[config.mk]
export PLATFORM = sky130hd
export DESIGN_NAME = ocp_hiccup_ctrl
export DESIGN_NICKNAME = d
export VERILOG_FILES = /design/src/rtl/ocp_pkg.sv /design/src/rtl/ocp_blank_timer.sv /design/src/rtl/ocp_off_timer.sv /design/src/rtl/ocp_hiccup_ctrl.sv
export SDC_FILE = /design/constraint.sdc
export NUM_CORES = 1
export LEC_CHECK = 0
export ABC_CLOCK_PERIOD_IN_PS = 10100
export BUFFER_PORTS_ARGS = -buffer_cell sky130_fd_sc_hd__buf_2
export CORE_ASPECT_RATIO = 0.8
export CORE_MARGIN = 5
export CORE_UTILIZATION = 40
export CTS_CLUSTER_SIZE = 30
export DETAILED_ROUTE_END_ITERATION = 8
export HOLD_SLACK_MARGIN = 0.08
export PLACE_DENSITY = 0.65
export REMOVE_ABC_BUFFERS = 1
export SYNTH_ARGS = -nofsm -noshare
export SYNTH_HDL_FRONTEND = slang
export SYNTH_SLANG_ARGS = --single-unit
[constraint.sdc]
create_clock -name clk -period 10.1 [get_ports clk]
set_input_delay 1.515 -clock clk [delete_from_list [all_inputs] [get_ports clk]]
set_output_delay 1.515 -clock clk [all_outputs]
set_load 0.005 [all_outputs]
[src/rtl/ocp_pkg.sv]
package ocp_pkg;

    typedef enum logic {
        ST_RUN = 1'b0,
        ST_OFF = 1'b1
    } ocp_state_e;

    typedef enum logic [1:0] {
        SRC_NONE = 2'b00,
        SRC_T1   = 2'b01,
        SRC_T2   = 2'b10
    } trip_src_e;

    typedef struct packed {
        ocp_state_e st;
        trip_src_e  src;
        logic       dsg;
    } ocp_ctl_t;

endpackage

[src/rtl/ocp_blank_timer.sv]
module ocp_blank_timer #(
    parameter int CNT_W = 16
) (
    input  logic             clk,
    input  logic             rst_n,
    input  logic             en_i,
    input  logic             tick_i,
    input  logic             trip_i,
    input  logic [CNT_W-1:0] blank_i,
    output logic             expire_o
);
    logic [CNT_W-1:0] cnt_d, cnt_q;
    logic [CNT_W:0]   nxt;

    always_comb begin
        nxt      = {1'b0, cnt_q} + 1'b1;
        expire_o = en_i && trip_i && tick_i && (nxt >= {1'b0, blank_i});
        cnt_d    = cnt_q;
        if (!en_i || !trip_i) begin
            cnt_d = '0;
        end else if (tick_i) begin
            cnt_d = expire_o ? '0 : nxt[CNT_W-1:0];
        end
    end

    always_ff @(posedge clk or negedge rst_n) begin
        if (!rst_n) cnt_q <= '0;
        else        cnt_q <= cnt_d;
    end
endmodule

[src/rtl/ocp_off_timer.sv]
module ocp_off_timer #(
    parameter int CNT_W    = 16,
    parameter int OFF_MULT = 17
) (
    input  logic             clk,
    input  logic             rst_n,
    input  logic             en_i,
    input  logic             tick_i,
    input  logic [CNT_W-1:0] blank_i,
    output logic             done_o
);
    localparam int LIM_W = CNT_W + $clog2(OFF_MULT + 1);

    logic [LIM_W-1:0] limit, cnt_d, cnt_q;
    logic [LIM_W:0]   nxt;

    always_comb begin
        limit  = LIM_W'(blank_i) * LIM_W'(OFF_MULT);
        nxt    = {1'b0, cnt_q} + 1'b1;
        done_o = en_i && tick_i && (nxt >= {1'b0, limit});
        cnt_d  = cnt_q;
        if (!en_i) begin
            cnt_d = '0;
        end else if (tick_i) begin
            cnt_d = done_o ? '0 : nxt[LIM_W-1:0];
        end
    end

    always_ff @(posedge clk or negedge rst_n) begin
        if (!rst_n) cnt_q <= '0;
        else        cnt_q <= cnt_d;
    end
endmodule

[src/rtl/ocp_hiccup_ctrl.sv]
module ocp_hiccup_ctrl
    import ocp_pkg::*;
#(
    parameter int CNT_W    = 16,
    parameter int OFF_MULT = 17
) (
    input  logic             clk,
    input  logic             rst_n,
    input  logic             tick_i,
    input  logic             ovc_lo_i,
    input  logic             ovc_hi_i,
    input  logic [CNT_W-1:0] blank_lo_i,
    input  logic [CNT_W-1:0] blank_hi_i,
    output logic             dsg_en_o,
    output logic [1:0]       trip_src_o
);
    localparam int TIERS = 2;

    ocp_ctl_t         ctl_d, ctl_q;
    logic [TIERS-1:0] trip_v, exp_v;
    logic [CNT_W-1:0] blank_v [TIERS];
    logic             run_en, off_done;

    assign trip_v     = {ovc_hi_i, ovc_lo_i};
    assign blank_v[0] = blank_lo_i;
    assign blank_v[1] = blank_hi_i;
    assign run_en     = (ctl_q.st == ST_RUN);

    for (genvar g = 0; g < TIERS; g++) begin : g_tier
        ocp_blank_timer #(.CNT_W(CNT_W)) u_blank (
            .clk      (clk),
            .rst_n    (rst_n),
            .en_i     (run_en),
            .tick_i   (tick_i),
            .trip_i   (trip_v[g]),
            .blank_i  (blank_v[g]),
            .expire_o (exp_v[g])
        );
    end

    ocp_off_timer #(.CNT_W(CNT_W), .OFF_MULT(OFF_MULT)) u_off (
        .clk     (clk),
        .rst_n   (rst_n),
        .en_i    (!run_en),
        .tick_i  (tick_i),
        .blank_i (blank_lo_i),
        .done_o  (off_done)
    );

    always_comb begin
        ctl_d = ctl_q;
        unique case (ctl_q.st)
            ST_RUN: begin
                if (exp_v[1]) begin
                    ctl_d.st  = ST_OFF;
                    ctl_d.src = SRC_T2;
                    ctl_d.dsg = 1'b0;
                end else if (exp_v[0]) begin
                    ctl_d.st  = ST_OFF;
                    ctl_d.src = SRC_T1;
                    ctl_d.dsg = 1'b0;
                end
            end
            ST_OFF: begin
                if (off_done) begin
                    ctl_d.st  = ST_RUN;
                    ctl_d.dsg = 1'b1;
                end
            end
            default: ctl_d = ctl_q;
        endcase
    end

    always_ff @(posedge clk or negedge rst_n) begin
        if (!rst_n) begin
            ctl_q.st  <= ST_RUN;
            ctl_q.src <= SRC_NONE;
            ctl_q.dsg <= 1'b1;
        end else begin
            ctl_q <= ctl_d;
        end
    end

    assign dsg_en_o   = ctl_q.dsg;
    assign trip_src_o = ctl_q.src;
endmodule

# Word level (Yosys, flattened, before mapping)
# Cells that the tools add are included.
[totals]
reg_bits = 57
word_cells = 49
[classes]
add_sub_neg = 3
mul = 1
n_lt_le_gt_ge = 3
eq_ne = 3
mux = 15
n_bitwise = 1
reduce_logical = 17
[ops]
columns = ["op", "count"]
rows = [
  ["two-way mux 16 bit", 6],
  ["two-way mux 21 bit", 3],
  ["adder 16 x 1 -> 17 bit (second input constant)", 2],
  ["greater-or-equal comparator 17 x 16 -> 1 bit", 2],
  ["adder 21 x 1 -> 22 bit (second input constant)", 1],
  ["greater-or-equal comparator 22 x 21 -> 1 bit", 1],
  ["multiplier 16 x 5 -> 21 bit (second input constant)", 1],
  ["logical AND 1 bit", 8],
  ["two-way mux 4 bit", 2],
  ["nonzero test 2 bit", 3],
  ["case mux 1 bit (2 select lines)", 2],
  ["AND reduction 2 bit", 2],
  ["!= test 3 x 2 -> 1 bit (second input constant)", 1],
  ["logical NOT 1 bit", 2],
  ["logical OR 1 bit", 2],
  ["two-way mux 1 bit", 2],
  ["!= test 2 x 1 -> 1 bit (second input constant)", 1],
  ["!= test 2 bit (second input constant)", 1],
  ["NOT 1 bit", 1],
]

# Depth between registers and ports, before layout
# Gate-level depths: netlist of run 1.
[depth]
depth_word = 7
depth_mapped = 17
depth_no_buf = 16

# Cells and area by module
# From an unflattened synthesis of run 1, not the netlist that was laid out.
[unflattened]
hier_cells = 660
area_unflattened_um2 = 5624.1
[by_module_without_submodules]
columns = ["module", "instances", "cells_each", "area_per_inst_um2", "seq_area_each_um2"]
rows = [
  ["ocp_off_timer", 1, 339, 2743.9, 525.5],
  ["ocp_blank_timer at g_tier[0].u_blank", 1, 163, 1392.6, 400.4],
  ["ocp_blank_timer at g_tier[1].u_blank", 1, 144, 1322.5, 400.4],
  ["ocp_hiccup_ctrl", 1, 14, 165.2, 101.3],
]

# Worst setup path before layout of run 1
# OpenSTA, ideal clock, no wires.
[synth_timing]
path_type = "input to register"
startpoint = "input blank_lo_i[1]"
endpoint = "register u_off.cnt_q[16]"
t_arrival_ns = 4.926
setup_slack_ns = 5.046
cell_stages = 17
n_path_buf = 1
path_cell_list = "ha_1 > ha_1 > fa_1 > a211oi_1 > o21bai_1 > a21oi_1 > o21ai_0 > a21oi_1 > xor2_1 > ha_1 > nand4_1 > nor3_1 > nand2b_1 > o2111a_1 > buf_2 > a31oi_1 > o22ai_1"
[synth_via]
elab_chain_len = 6
[synth_lines]
columns = ["element", "line_no", "source"]
rows = [
  ["start: declaration", "ocp_hiccup_ctrl.sv:12", "input logic [CNT_W-1:0] blank_lo_i,"],
  ["multiplier 16 x 5 -> 21 bit", "ocp_off_timer.sv:18", "limit = LIM_W'(blank_i) * LIM_W'(OFF_MULT);"],
  ["greater-or-equal comparator 22 x 21 -> 1 bit", "ocp_off_timer.sv:20", "done_o = en_i && tick_i && (nxt >= {1'b0, limit});"],
  ["logical AND 1 bit", "ocp_off_timer.sv:20", ""],
  ["two-way mux 21 bit", "ocp_off_timer.sv:25", "cnt_d = done_o ? '0 : nxt[LIM_W-1:0];"],
  ["two-way mux 21 bit", "ocp_off_timer.sv:24", "end else if (tick_i) begin"],
  ["two-way mux 21 bit", "ocp_off_timer.sv:22", "if (!en_i) begin"],
  ["end signal: assignment", "ocp_off_timer.sv:31", "else cnt_q <= cnt_d;"],
  ["end: declaration", "ocp_off_timer.sv:14", "logic [LIM_W-1:0] limit, cnt_d, cnt_q;"],
]
# No other way between the ends. The select of a mux whose other input is x is not followed.
# A chain may end at the register's enable or synchronous reset.

# Worst setup path after layout of run 1
[layout_timing]
startpoint = "input blank_lo_i[1]"
endpoint = "register u_off.cnt_q[13]"
# The elaborated chain is that of the path after synthesis.

==> qor.yml, run 1 <==
cts:
  clkLatencyLatePin_ns: 0.33
  cts_sinks: 57
  hold_buffers: 0
  ctsLongestPathBuffers: 2
  postCtsSetupBuffers: 0
  cts_tree: "yes"
  cts_root_buf: "clkbuf_16"
  cts_buffers: 9
  path_clk_slew_ns: 0.05
  cts_resized: 0
  h-tree-depth: 3
logic_synthesis:
  syn_area_um2: 5530
  synthCells: 658
  avgSynthCellArea_um2: 8.405
  synth.mux.area_fraction_pct: 0.9050
  synth_simple_gate_area_share_pct: 22.85
  synth_top_family_by_area: "simple AND/OR/NAND/NOR gates"
  async_reset_ff_share_pct: 100.0
  yosysTopAreaCell: "dfrtp_1"
  synth_area_leaders: "dfrtp_1, ha_1, nand2_1, xnor2_1, inv_1"
  synth-edff-count: 0
  synth_fa_ha_area_share_pct: 18.46
  netlist.area_leader.share_pct: 25.34
  synth_ff_type: "dfrtp_1"
  ys_seq_elements: 57
  synth.yosys.seq_area_share_pct: 25.81
  synth_compound_area_share_pct: 18.08
  synth_cell_type_count: 64
  ys.warnings.count: 0
  synthXorXnorAreaFrac_pct: 8.213
route:
  detail_route.iter0.violations: 254
  routed_wl_um: 14140
  viasPerCell: 5.672
  firstDrtPassIters: 5
  postRouteAntennaNets: 0
  routedWlPerCell_um: 16.10
  vias: 4980
  drc: 0
power_and_ir_drop:
  pwr-share-clk_pct: 44.9
  power_per_cell_area_nw_per_um2: 120.6
  p_seq_share_pct: 34.0
  sw_frac_of_total_pct: 29.19
  combPwrFrac_pct: 21.2
  power.ir.vdd_worst_uv: 100.4
  leakagePower_nw: 3.153
  power.internal_w: 0.0005305
  power_switching_w: 0.0002186
sta:
  hold_viol_final: 0
  grt_setup_unrepaired: "no"
  worstMarginPinSlew_ns: 1.000
  finalCritPeriodShare_pct: 57.36
  setup_violations: 0
  fmax_ghz: 0.1726
  drv_slew: 0
  fin_crit_ns: 5.793
  timing.hold.ws_ns: 0.5058
  maxSlewHeadroom_pct: 33.06
  fin_tns_setup_ns: 0
  skew_ns: 0.006356
floorplan:
  die-area_um2: 16290
  pin_count: 40
  die_y_um: 115.2
  initial_core_util_pct: 40.81
  core_um2: 13550
  rows: 38
  die_w_um: 141.5
hold_path:
  hold_class: "reg2reg"
  hold_path_depth: 1
  min-delay-start: "trip_src_o[1]"
setup_path:
  cp.required_ns: 10.34
  startpoint: "blank_lo_i[1]"
  cp_slowest_stage_delay_ns: 0.63
  cp_top_family: "compound AO/OA/AOI/OAI gates"
  cp_slowest_cell: "o2111a_1"
  cp.depth: 17
  reg2regPathDepth: 13
  crit_chain: "buf_2, ha_1, ha_1, fa_1, a211oi_1, o21bai_1, a21oi_1, o21bai_1, a21oi_1, xor2_1, ha_1, a21oi_1, o21ai_0, a221oi_1, o2111a_1, nand3_1, o22ai_1"
  crit_fanout: 16
  endpoint_kind: "flop"
  r2r-start: "u_off.cnt_q[0]"
  criticalPathCategory: "in2reg"
  worstSetupStartpointType: "primary input"
  crit_buf_inv: 1
  cp.arrival_ns: 6.03
final_layout:
  nFillCells: 1301
  final_nets: 811
  area_delta_synth_final_pct: 12.35
  layout_commonest_cell: "nand2_1"
  drive_gt1_share_pct: 11.75
  diodes: 0
  final_cell_mix: "nand2_1, ha_1, dfrtp_1"
  finalInstanceArea_um2: 6213
  final_util_pct: 45.85
placed_design:
  gp_congestion: 0.8638
  dp_hpwl_um: 11090
  portBuffers: 39
  place_area_um2: 5883
flow_run:
  max-cap-violations: 0
grt:
  grt-ovfl-total: 0
  track_usage_pct: 17.98
  antenna_found_initial: 0
  grt_pass1_vias: 4847
  grt_max_degree: 58
  grt_pass1_wl_um: 23710
outcome:
  status: "complete, no violations"
## Yosys cell counts (all sizes together) (2+ instances only)
| master | n |
|---|---|
| nand2 | 89 |
| ha | 80 |
| dfrtp | 56 |
| inv | 55 |
| nor2 | 42 |
| o21ai | 37 |
| nand3 | 34 |
| xnor2 | 30 |
| a21oi | 24 |
| nand4 | 23 |
| xor2 | 21 |
| a32o | 12 |
| o211ai | 12 |
| a31oi | 11 |
| clkbuf | 11 |
| a211oi | 10 |
| and3 | 10 |
| nor3 | 10 |
| buf | 9 |
| nand2b | 9 |
| a21o | 8 |
| and2 | 7 |
| o22ai | 6 |
| mux2i | 5 |
| o21a | 5 |
| and4 | 4 |
| o21bai | 4 |
| o221ai | 4 |
| nor3b | 3 |
| nor4 | 3 |
| or2 | 3 |
| a41o | 2 |
| nand3b | 2 |
| nor2b | 2 |
| o2111a | 2 |
## through the flow
stage	std cells	setup WS, ns	power (W)
floorplan	638	4.897	0.0003628
global placement	862	4.276	0.0004064
detailed placement	862	4.112	0.0004153
CTS	878	4.387	0.0007577
global route	878	3.920	0.0007931
finish	878	4.307	0.0007491
## kinds of logic after synthesis
logic type	count (synthesis)
AOI/OAI and AO/OA	146
and+or+nand+nor	243
muxes	5
DFF	57
xor gates and xnor gates	51
adders and majority gates	81
buffers and inverters	75
## worst reg2reg max path: cells and delay by family (launching register included)
kind                       cells  cell delay, ns
DFF                            1            0.52
xor gates and xnor gates       1            0.18
adders and majority gates      2            0.59
AOI/OAI and AO/OA              3            1.19
and+or+nand+nor                7            1.69
## worst paths after layout
check,to,slack [ns]
max,u_off.cnt_q[13],4.31
min,trip_src_o[1],0.51
max reg2reg,u_off.cnt_q[13],5.85
min reg2reg,trip_src_o[1],0.51
max in group asynchronous,g_tier[0].u_blank.cnt_q[14],8.25
min in group asynchronous,u_off.cnt_q[6],1.35
## layout make-up
class	count	area, um^2	share of cell area, %
Tap cell	180	225.2	3.625
Multi-Input combinational cell	526	3789	60.97
Inverter	55	209.0	3.363
Clock buffer	11	252.7	4.068
Clock inverter	5	77.57	1.248
Timing Repair Buffer	44	232.7	3.745
Sequential cell	57	1428	22.98
## flip-flops by register name, indices dropped and copies added (netlist names)
name and count:
g_tier.u_blank.cnt_q 32, u_off.cnt_q 21, trip_src_o 2, ctl_q 1, dsg_en_o 1
## layer usage
metal	vias to the layer above	track usage (%)	share of wire, %
met5	-	0	0
met4	0	4.604	1.5
met2	114	31.99	50
li1	2445	-	-
met3	17	3.867	4.4
met1	2404	22.29	44
## power groups by stage
stage	logic [W]	registers [W]	clock network (W)
final	0.000159	0.000254	0.000336
after global routing	0.000183	0.000256	0.000354
after CTS	0.000159	0.000254	0.000345
after detailed placement	0.000157	0.000258	0
after global placement	0.000149	0.000257	0
after floorplan	0.000108	0.000254	0
No activity file was read; power rests on OpenSTA's default activity.
==> run 2, diff against run 1 <==
- ABC_AREA: unset -> 1
- ABC_CLOCK_PERIOD_IN_PS: 10100 -> 4800
- PLACE_DENSITY: 0.65 -> 0.67
- clock period: 10.1 -> 4.8 ns (I/O delays scaled with it)
==> run 2 against run 1 <==
Effect of this change: area after synthesis grew 4.2%; sequential share of layout area is 0.85 points lower; total power up 100%; critical path depth increased by 4; worst setup slack worse by 3.3 ns.
==> qor.yml, run 2 <==
placed_design:
  dp_hpwl_um: 10800  # was 11090 um
  gp_congestion: 0.8952  # was 0.8638
  portBuffers: 39  # unchanged
  place_ws_ns: 0.6780  # was 4.112 ns
sta:
  worstMarginPinSlew_ns: 1.212  # was 1.000 ns
  grt_setup_unrepaired: "no"  # unchanged
  finalCritPeriodShare_pct: 78.54
  fin_crit_ns: 3.770
  setup_violations: 0  # unchanged
  timing.hold.ws_ns: 0.4798  # was 0.5058 ns
  maxSlewHeadroom_pct: 18.91  # was 33.06%
  fin_tns_setup_ns: 0  # unchanged
  fmax_ghz: 0.2653
  hold_viol_final: 0  # unchanged
  timing.final.ws_setup_ns: 1.030  # was 4.307 ns
  drv_slew: 0  # unchanged
  skew_ns: 0.009993  # was 0.006356 ns
floorplan:
  rows: 39  # was 38
  die-area_um2: 16930  # was 16290 um^2
  die_w_um: 144.2  # was 141.5 um
  pin_count: 40  # unchanged
  initial_core_util_pct: 40.59  # was 40.81%
  die_y_um: 117.4  # was 115.2 um
  core_um2: 14200  # was 13550 um^2
route:
  firstDrtPassIters: 5  # unchanged
  detail_route.iter0.violations: 320  # was 254
  drc: 0  # unchanged
  postRouteAntennaNets: 0  # unchanged
  vias: 5042  # was 4980
  viasPerCell: 4.871  # was 5.672
  routed_wl_um: 13340  # was 14140 um
  routedWlPerCell_um: 12.88  # was 16.10 um
cts:
  ctsLongestPathBuffers: 2  # unchanged
  cts_root_buf: "clkbuf_16"  # unchanged
  path_clk_slew_ns: 0.05  # about the same
  cts_tree: "yes"  # unchanged
  hold_buffers: 0  # unchanged
  clkLatencyLatePin_ns: 0.33  # about the same
  cts_sinks: 57  # unchanged
  postCtsSetupBuffers: 0  # unchanged
  cts_resized: 0  # unchanged
  h-tree-depth: 3  # unchanged
  cts_buffers: 9  # unchanged
grt:
  track_usage_pct: 16.45  # was 17.98%
  grt_pass1_wl_um: 23000  # was 23710 um
  grt-ovfl-total: 0  # unchanged
  antenna_found_initial: 0  # unchanged
  grt_max_degree: 58  # unchanged
  grt_pass1_vias: 4742  # was 4847
logic_synthesis:
  synth_most_common_cell: "nand2_1"  # unchanged
  synth_simple_gate_area_share_pct: 27.33  # was 22.85%
  synth.yosys.seq_area_share_pct: 24.77  # was 25.81%
  synthCells: 802  # was 658
  synth-edff-count: 0  # unchanged
  ys.warnings.count: 0  # unchanged
  synth_ff_type: "dfrtp_1"  # unchanged
  synth.mux.area_fraction_pct: 0.3907  # was 0.9050%
  synthXorXnorAreaFrac_pct: 7.901  # was 8.213%
  avgSynthCellArea_um2: 7.187  # was 8.405 um^2
  synth_compound_area_share_pct: 11.35  # was 18.08%
  synthTopCellsByCount: "nand2_1, inv_1, ha_1, nor2_1, dfrtp_1"  # was nand2_1, ha_1, dfrtp_1, inv_1, nor2_1
  yosysTopAreaCell: "dfrtp_1"  # unchanged
  async_reset_ff_share_pct: 100.0  # unchanged
  synth_area_leaders: "dfrtp_1, ha_1, nand2_1, inv_1, xor2_1"  # was dfrtp_1, ha_1, nand2_1, xnor2_1, inv_1
  synth_fa_ha_area_share_pct: 17.71  # was 18.46%
  syn_area_um2: 5764  # was 5530 um^2
  netlist.area_leader.share_pct: 24.31  # was 25.34%
  synth_cell_type_count: 41  # was 64
  ys_seq_elements: 57  # unchanged
  synth_top_family_by_area: "simple AND/OR/NAND/NOR gates"  # unchanged
setup_path:
  crit_fanout: 16  # unchanged
  r2r-start: "u_off.cnt_q[0]"  # unchanged
  worstReg2RegEnd: "u_off.cnt_q[3]"  # was u_off.cnt_q[13]
  cp.arrival_ns: 4.01  # was 6.03 ns
  cp.required_ns: 5.04  # was 10.34 ns
  worstSetupStartpointType: "primary input"  # unchanged
  endpoint_kind: "flop"  # unchanged
  reg2regPathDepth: 19  # was 13
  r2r_setup_slack_ns: 1.34  # was 5.85 ns
  criticalPathCategory: "in2reg"  # unchanged
power_and_ir_drop:
  leakagePower_nw: 3.531  # was 3.153 nW
  power_per_cell_area_nw_per_um2: 232.2  # was 120.6 nW/um^2
  power.ir.vdd_worst_uv: 228.1  # was 100.4 uV
  total_power_w: 0.001499  # was 0.0007491 W
final_layout:
  layout_commonest_cell: "nand2_1"  # unchanged
  top_register: "g_tier.u_blank.cnt_q"  # unchanged
  final_cell_mix: "nand2_1, inv_1, ha_1"  # was nand2_1, ha_1, dfrtp_1
  area_delta_synth_final_pct: 11.94  # was 12.35%
  largest_reg_flops: 32  # unchanged
  drive_gt1_share_pct: 11.16  # was 11.75%
  diodes: 0  # unchanged
  nFillCells: 1413  # was 1301
  final_nets: 965  # was 811
hold_path:
  min_to: "dsg_en_o"  # was trip_src_o[1]
  min-delay-start: "dsg_en_o"  # was trip_src_o[1]
  hold_path_depth: 2  # was 1
  hold_class: "reg2reg"  # unchanged
outcome:
  status: "complete, no violations"  # unchanged
flow_run:
  max-cap-violations: 0  # unchanged
[run 2: changes by cell type after synthesis, sizes merged, moves of 12 or more]
cell,before,now
nand2,89,183
nor2,42,70
a32o,12,0
o21ai,37,52
nand3,34,51
xor2,21,42
inv,55,148
xnor2,30,10
[run 2: critical path: stages]
cell and delay (ns):
buf_2 0.11, ha_1 0.31, ha_1 0.36, a21oi_1 0.17
nand2_1 0.12, nand2_1 0.08, nand3_1 0.05, o21ai_0 0.11
o21ai_0 0.17, a21oi_1 0.18, xor2_1 0.21, ha_1 0.26
nand2_1 0.08, nor2_1 0.08, nand2_1 0.07, nor2_1 0.03
o21ai_0 0.15, nand3_1 0.13, nor2_4 0.22, nand2_4 0.18
o21ai_0 0.21
[run 2: worst max-delay path by stage]
stage | start | end
floorplan | blank_lo_i[1] | u_off.cnt_q[0]
global placement | blank_lo_i[1] | u_off.cnt_q[3]
detailed placement | blank_lo_i[3] | u_off.cnt_q[3]
CTS | blank_lo_i[3] | u_off.cnt_q[3]
global route | blank_lo_i[3] | u_off.cnt_q[3]
finish | blank_lo_i[3] | u_off.cnt_q[3]
[run 2: cell families after synthesis]
kind of cell               after synthesis
and+or+nand+nor                        351
buffers and inverters                  156
AOI/OAI and AO/OA                      104
adders and majority gates               81
DFF                                     57
xor gates and xnor gates                52
muxes                                    1
[run 2: routing by layer]
metal / share of wire, % / track usage (%) / vias to the layer above
li1: - / - / 2702
met1: 54 / 25.99 / 2258
met2: 41 / 23.55 / 78
met3: 4.2 / 3.133 / 4
met4: 0.39 / 2.273 / 0
met5: 0 / 0 / -
[run 2: area by class of cell]
cell class	instances	area (um^2)	share of cell area, %
sequential	57	1428	22.13
tap	184	230.2	3.568
inverter	149	559.3	8.668
clock inverter	3	40.04	0.6205
clock buffer	12	256.5	3.975
timing repair buffer	41	210.2	3.258
multi-input combinational	589	3729	57.79
[run 2: power by group]
part,leakage (nW),internal [W],switching (W)
logic,2.61,0.000129,0.000210
clock network,0.148,0.000425,0.000215
registers,0.776,0.000500,0.0000206
[run 2: stage by stage]
stage                     instances  instance area (um^2)  utilization (%)
after floorplan                 795                  5715                -
after global placement         1020                  6156            43.35
after detailed placement       1020                  6156            43.35
after CTS                      1035                  6452            45.44
after global routing           1035                  6452            45.44
final                          1035                  6452            45.44
